## src/rtl/dcs_pkg.sv

```systemverilog
package dcs_pkg;
  localparam int ADDR_W = 36;
  localparam int WORD_W = 32;

  typedef struct packed {
    logic       en;
    logic [2:0] csnum;
    logic [7:0] sz_hi;    // (size-1) bits 31:24
    logic [7:0] base_lo;  // base bits 31:24
    logic [3:0] base_hi;  // base bits 35:32
  } dcs_win_t;
endpackage

```

## src/rtl/dcs_regfile.sv

```systemverilog
module dcs_regfile import dcs_pkg::*; #(
  parameter int NUM_CS = 4,
  localparam int IDX_W = (NUM_CS > 1) ? $clog2(NUM_CS) : 1,
  localparam int RA_W  = IDX_W + 3
) (
  input  logic                    clk,
  input  logic                    rst,
  input  logic                    wr_en,
  input  logic [RA_W-1:0]         reg_addr,
  input  logic [WORD_W-1:0]       wdata,
  output logic [WORD_W-1:0]       rd_data,
  output dcs_win_t [NUM_CS-1:0]   win_o
);
  dcs_win_t [NUM_CS-1:0] win_q;
  logic [IDX_W-1:0] sel;
  assign sel = reg_addr[RA_W-1:3];

  always_ff @(posedge clk) begin
    if (rst) begin
      win_q   <= '0;
      rd_data <= '0;
    end else begin
      if (reg_addr[2])
        rd_data <= {win_q[sel].sz_hi, 19'd0, win_q[sel].csnum, 1'b0, win_q[sel].en};
      else
        rd_data <= {win_q[sel].base_lo, 20'd0, win_q[sel].base_hi};
      if (wr_en) begin
        if (reg_addr[2]) begin
          win_q[sel].sz_hi <= wdata[31:24];
          win_q[sel].csnum <= wdata[4:2];
          win_q[sel].en    <= wdata[0];
        end else begin
          win_q[sel].base_lo <= wdata[31:24];
          win_q[sel].base_hi <= wdata[3:0];
        end
      end
    end
  end

  assign win_o = win_q;

  // a size write sets the rank's enable from write data bit 0
  p_enable_write_r3: assert property (@(posedge clk) disable iff (rst)
    (wr_en && reg_addr[2]) |=> (win_o[$past(sel)].en == $past(wdata[0])));
endmodule

```

## src/rtl/dcs_match.sv

```systemverilog
module dcs_match import dcs_pkg::*; (
  input  dcs_win_t           win,
  input  logic [ADDR_W-1:0]  addr,
  output logic               hit
);
  always_comb begin
    hit = win.en
       && (addr[35:32] == win.base_hi)
       && ((addr[31:24] & ~win.sz_hi) == win.base_lo);
  end
endmodule

```

## src/rtl/dcs_select.sv

```systemverilog
module dcs_select #(
  parameter int NUM_CS = 4,
  localparam int IDX_W = (NUM_CS > 1) ? $clog2(NUM_CS) : 1
) (
  input  logic              clk,
  input  logic              rst,
  input  logic [NUM_CS-1:0] hits,
  input  logic              coh_en,
  output logic              hit_q,
  output logic [IDX_W-1:0]  idx_q,
  output logic [7:0]        attr_q
);
  logic [IDX_W-1:0] idx_d;
  logic [7:0]       attr_d;
  logic             any;

  always_comb begin
    idx_d = '0;
    any   = |hits;
    for (int i = NUM_CS - 1; i >= 0; i--)
      if (hits[i]) idx_d = IDX_W'(i);
    attr_d = '0;
    if (any) begin
      attr_d[3:0]      = 4'hF;
      attr_d[idx_d]    = 1'b0;
      attr_d[4]        = coh_en;
    end
  end

  always_ff @(posedge clk) begin
    if (rst) begin
      hit_q  <= 1'b0;
      idx_q  <= '0;
      attr_q <= '0;
    end else begin
      hit_q  <= any;
      idx_q  <= idx_d;
      attr_q <= attr_d;
    end
  end

  // exactly the selected rank's bit is low in the nibble
  p_attr_onecold_r6: assert property (@(posedge clk) disable iff (rst)
    hit_q |-> (attr_q[idx_q] == 1'b0 && $countones(attr_q[3:0]) == 3 && attr_q[7:5] == 3'd0));
  // coherency flag follows the sampled input
  p_coh_flag_r6: assert property (@(posedge clk) disable iff (rst)
    hit_q |-> (attr_q[4] == $past(coh_en)));
  // a miss returns zeros
  p_miss_zero_r7: assert property (@(posedge clk) disable iff (rst)
    !hit_q |-> (attr_q == 8'd0 && idx_q == '0));
endmodule

```

## src/rtl/dram_cs_decoder.sv

```systemverilog
module dram_cs_decoder import dcs_pkg::*; #(
  parameter int NUM_CS = 4,
  localparam int IDX_W = (NUM_CS > 1) ? $clog2(NUM_CS) : 1,
  localparam int RA_W  = IDX_W + 3,
  localparam int CNT_W = $clog2(NUM_CS + 1)
) (
  input  logic              clk,
  input  logic              rst,
  input  logic              reg_wr_i,
  input  logic [RA_W-1:0]   reg_addr_i,
  input  logic [WORD_W-1:0] reg_wdata_i,
  output logic [WORD_W-1:0] rd_data_o,
  input  logic              coh_en_i,
  input  logic [ADDR_W-1:0] addr_i,
  output logic              hit_o,
  output logic [IDX_W-1:0]  cs_idx_o,
  output logic [7:0]        attr_o,
  output logic [3:0]        target_id_o,
  output logic [CNT_W-1:0]  low_cs_cnt_o
);
  dcs_win_t [NUM_CS-1:0] win;
  logic [NUM_CS-1:0]     hits;
  logic [CNT_W-1:0]      cnt_d;

  dcs_regfile #(.NUM_CS(NUM_CS)) u_regs (
    .clk(clk), .rst(rst), .wr_en(reg_wr_i), .reg_addr(reg_addr_i),
    .wdata(reg_wdata_i), .rd_data(rd_data_o), .win_o(win)
  );

  for (genvar g = 0; g < NUM_CS; g++) begin : g_match
    dcs_match u_m (.win(win[g]), .addr(addr_i), .hit(hits[g]));
  end

  dcs_select #(.NUM_CS(NUM_CS)) u_sel (
    .clk(clk), .rst(rst), .hits(hits), .coh_en(coh_en_i),
    .hit_q(hit_o), .idx_q(cs_idx_o), .attr_q(attr_o)
  );

  always_comb begin
    cnt_d = '0;
    for (int i = 0; i < NUM_CS; i++)
      if (win[i].en && win[i].base_hi == 4'd0) cnt_d = cnt_d + 1'b1;
  end

  always_ff @(posedge clk) begin
    if (rst) low_cs_cnt_o <= '0;
    else     low_cs_cnt_o <= cnt_d;
  end

  assign target_id_o = 4'd0;

  // count never exceeds the number of ranks
  p_count_bound_r9: assert property (@(posedge clk) disable iff (rst)
    low_cs_cnt_o <= CNT_W'(NUM_CS));
endmodule

```

## config.mk

```make
export PLATFORM = sky130hd
export DESIGN_NAME = dram_cs_decoder
export DESIGN_NICKNAME = d
export VERILOG_FILES = /design/src/rtl/dcs_pkg.sv /design/src/rtl/dcs_regfile.sv /design/src/rtl/dcs_match.sv /design/src/rtl/dcs_select.sv /design/src/rtl/dram_cs_decoder.sv
export SDC_FILE = /design/constraint.sdc
export NUM_CORES = 1
export LEC_CHECK = 0
export BUFFER_PORTS_ARGS = -buffer_cell sky130_fd_sc_hd__buf_4
export CORE_UTILIZATION = 30
export DETAILED_ROUTE_END_ITERATION = 10
export SETUP_SLACK_MARGIN = 0.3
export SLEW_MARGIN = 40
export SYNTH_ARGS = -nofsm -noshare
export SYNTH_HDL_FRONTEND = slang
export SYNTH_SLANG_ARGS = --single-unit
export TNS_END_PERCENT = 100
```

## constraint.sdc

```tcl
create_clock -name clk -period 2.45 [get_ports clk]
set_input_delay 0.49 -clock clk [delete_from_list [all_inputs] [get_ports clk]]
set_output_delay 0.49 -clock clk [all_outputs]
set_load 0.02 [all_outputs]
```

==> results.cfg <==
[grt]
grt_overflow_total = 0
grt_util_all_layers = 0.179
grt_max_degree = 49
first_global_vias = 4635
grt_pass1_wl_um = 26900
antenna_found_initial = 1

[setup_path]
crit_required_ns = 2.73
slowest_delay_ns = 0.59
critPathKind = reg2reg
timing.critical_path.mode_cell = ha_1
cp-startpoint = u_regs.win_o[24]
crit_path_end_kind = register
cp_max_fo = 4
start_kind = register
rr_worst_depth = 8
r2r_end = low_cs_cnt_o[2]
slowest_stage = or4_1
rrSetupSlack_ns = 0.40
cp-endpoint = low_cs_cnt_o[2]
crit_path_cell_trace = or4_1, inv_1, ha_1, xnor2_2, ha_1, nand2_1, xnor2_1, nor2_1
cp.arrival_ns = 2.33
reg2reg_from = u_regs.win_o[24]

[synth]
synth_most_common_cell = nand2_1
synth-xor-area-share = 0.0770
synth_compound_area_frac = 0.0891
yosys.area.top_type = dfxtp_1
ys.flop_type = dfxtp_1
synth_edf_count = 0
ys.warnings.count = 0
synth-simple-area-share = 0.235
synth_top_cell_area_share = 0.407
synth_area_leaders = dfxtp_1 41%, nand2_1 13%, mux4_2 9.2%
synth_top_cells_by_count = 206 x nand2_1, 120 x dfxtp_1, 103 x a21oi_1
synth.area.mux_share = 0.112
synth_area_mm2 = 0.00590
synth.distinct_cells = 31
synthAdderAreaFrac = 0.00636
synthCells = 704
yosysSeqAreaShare = 0.407
postSynthAreaPerCell_um2 = 8.38
ys_ff_latch = 120
async_flop_share = 0
synth_top_family_by_area = simple AND/OR/NAND/NOR gates

[floorplanning]
initial_core_util = 0.310
die_w_um = 142
fp-row-count = 50
die_area_mm2 = 0.0202
core_area_mm2 = 0.0190
pin_count = 127
die_y_um = 142

[run]
maxCapViolations = 0

[sta]
max_freq_ghz = 0.487
rsz0062_at_grt = no
setup_viol = 0
period_needed_ns = 2.05
fin_ws_ns = 0.396
worstMarginPinSlew_ns = 0.745
setup_tns_ns = 0
hold_viol = 0
holdWs_ns = 0.324
final_max_slew_viol_count = 0
min_period_over_period = 0.838
max_slew_margin = 0.503
skew_ns = 0.00969

[cts]
clock_sinks = 120
ctsHoldBuffers = 0
cts_made_buffers = 17
cts.reportedPaths.clkPinSlew_ns = 0.06
clockBufferDepth = 2
htreeDepth = 4
cts-root-buf = clkbuf_16
insertion_delay_ns = 0.42
cts_tree = yes

[pwr]
totalPowerFinal_mw = 5.05
ir_drop_mv = 0.321
powerDensity_mw_per_mm2 = 703
leakagePower_nw = 2.61

[layout]
fillCellCount = 1985
stdcell_count = 1031
synthToLayoutAreaGrowth_pct = 21.8
nNetsFinal = 837
final_area_mm2 = 0.00719
multi_input_area_mm2 = 0.00317
seq_area_mm2 = 0.00240
final_util = 0.378
final_layout_size_suffix_gt1_frac = 0.196

[routing]
totalWireLength_um = 17100
antenna_left = 0
detail_route.first_pass.iterations = 7
via_count = 4964
viasPerCell = 4.81
wl_per_cell_um = 16.6
drt_iter0_drc = 526
drc = 0

[placement]
dp_worst_setup_slack_ns = 0.251
io_buffers = 55
placedCellCount = 997
gp_congestion = 0.876
place_area_mm2 = 0.00656
place_hpwl_um = 12100

[hold_path]
hold_depth = 3
hp-class = in2reg

[outcome]
status = completed
## cell families (layout without fill, tap and decap cells)
| kind of cell | count (synthesis) | in the layout |
|---|---|---|
| flops | 120 | 120 |
| simple gates | 309 | 309 |
| compound gates | 105 | 105 |
| xor+xnor | 51 | 51 |
| buf+inv | 79 | 120 |
| fa+ha+maj | 3 | 3 |
| other cells | 1 | 27 |
| mux | 36 | 36 |
## cells in the final DEF (no fill, tap or decap), types with 2 or more instances in the layout
cell / synthesis / final
nor4_2: 4 / 4
nor3b_1: 2 / 2
clkinv_2: 0 / 6
xor2_1: 6 / 6
o21ai_1: 2 / 2
nor3_1: 3 / 3
a21oi_1: 103 / 103
nand2b_1: 7 / 7
buf_4: 27 / 83
clkbuf_8: 0 / 7
bufinv_16: 0 / 2
mux4_2: 24 / 24
conb_1: 1 / 26
nor4_1: 4 / 4
nor2b_1: 35 / 35
nor2_1: 23 / 21
xnor2_1: 44 / 44
nand4_1: 9 / 9
inv_1: 3 / 3
buf_12: 0 / 2
dfxtp_1: 120 / 119
nand2_1: 206 / 206
ha_1: 3 / 3
clkbuf_16: 0 / 17
nor2_2: 0 / 2
nand3_1: 9 / 9
mux2i_1: 12 / 12
## routing by layer
layer | track usage | routed length (um) | share of wire | up-vias
li1 | - | - | - | 2391
met1 | 0.247 | 8080 | 0.47 | 2383
met2 | 0.272 | 7690 | 0.45 | 162
met3 | 0.0414 | 1040 | 0.060 | 28
met4 | 0.0623 | 332 | 0.019 | 0
met5 | 0 | 0 | 0 | -
## sequential cells by signal (all words and copies together), names as in the netlist
register and cells:
u_regs.win_o 96, u_sel.idx_q 2, u_sel.attr_q 5, low_cs_cnt_o 3
u_sel.hit_q 1, u_regs.rd_data 13
## layout make-up
cell class | count | share of cell area
Antenna cell | 1 | 0.000348
Clock buffer | 24 | 0.0726
Clock inverter | 8 | 0.0125
Inverter | 3 | 0.00157
Multi-Input combinational cell | 530 | 0.441
Sequential cell | 120 | 0.334
Tap cell | 260 | 0.0453
Timing Repair Buffer | 85 | 0.0923
## report_power, final
part           total [mW]  switching [mW]  internal [mW]
clock                2.56           0.883           1.67
combinational       0.475           0.292          0.184
sequential           2.02          0.0306           1.99
total                5.05            1.21           3.85
## critical path: cells and delay by family, from the launching register on
kind                     cells  cell delay [ns]
XOR/XNOR                     2             0.34
AND/OR/NAND/NOR              3             0.70
buffers and inverters        1             0.09
flip-flops                   1             0.35
adder cells (fa/ha/maj)      2             0.43
## worst min-delay path by stage
| stage | from | to |
|---|---|---|
| global route | coh_en_i | u_sel.attr_q[4] |
| global placement | u_regs.win_o[68] | u_regs.win_o[68] |
| detailed placement | u_regs.win_o[93] | u_regs.win_o[93] |
| finish | coh_en_i | u_sel.attr_q[4] |
| CTS | coh_en_i | u_sel.attr_q[4] |
| floorplan | u_regs.win_o[68] | u_regs.win_o[68] |
## timing repair
| action | 4_1_cts | 5_1_grt |
|---|---|---|
| setup endpoints to repair | 0 | 2 |
| setup buffers | 0 | 1 |
| endpoints found under the hold margin | 0 | 0 |
| resized for setup | 0 | 1 |
Power figures use the tool's default switching activity.
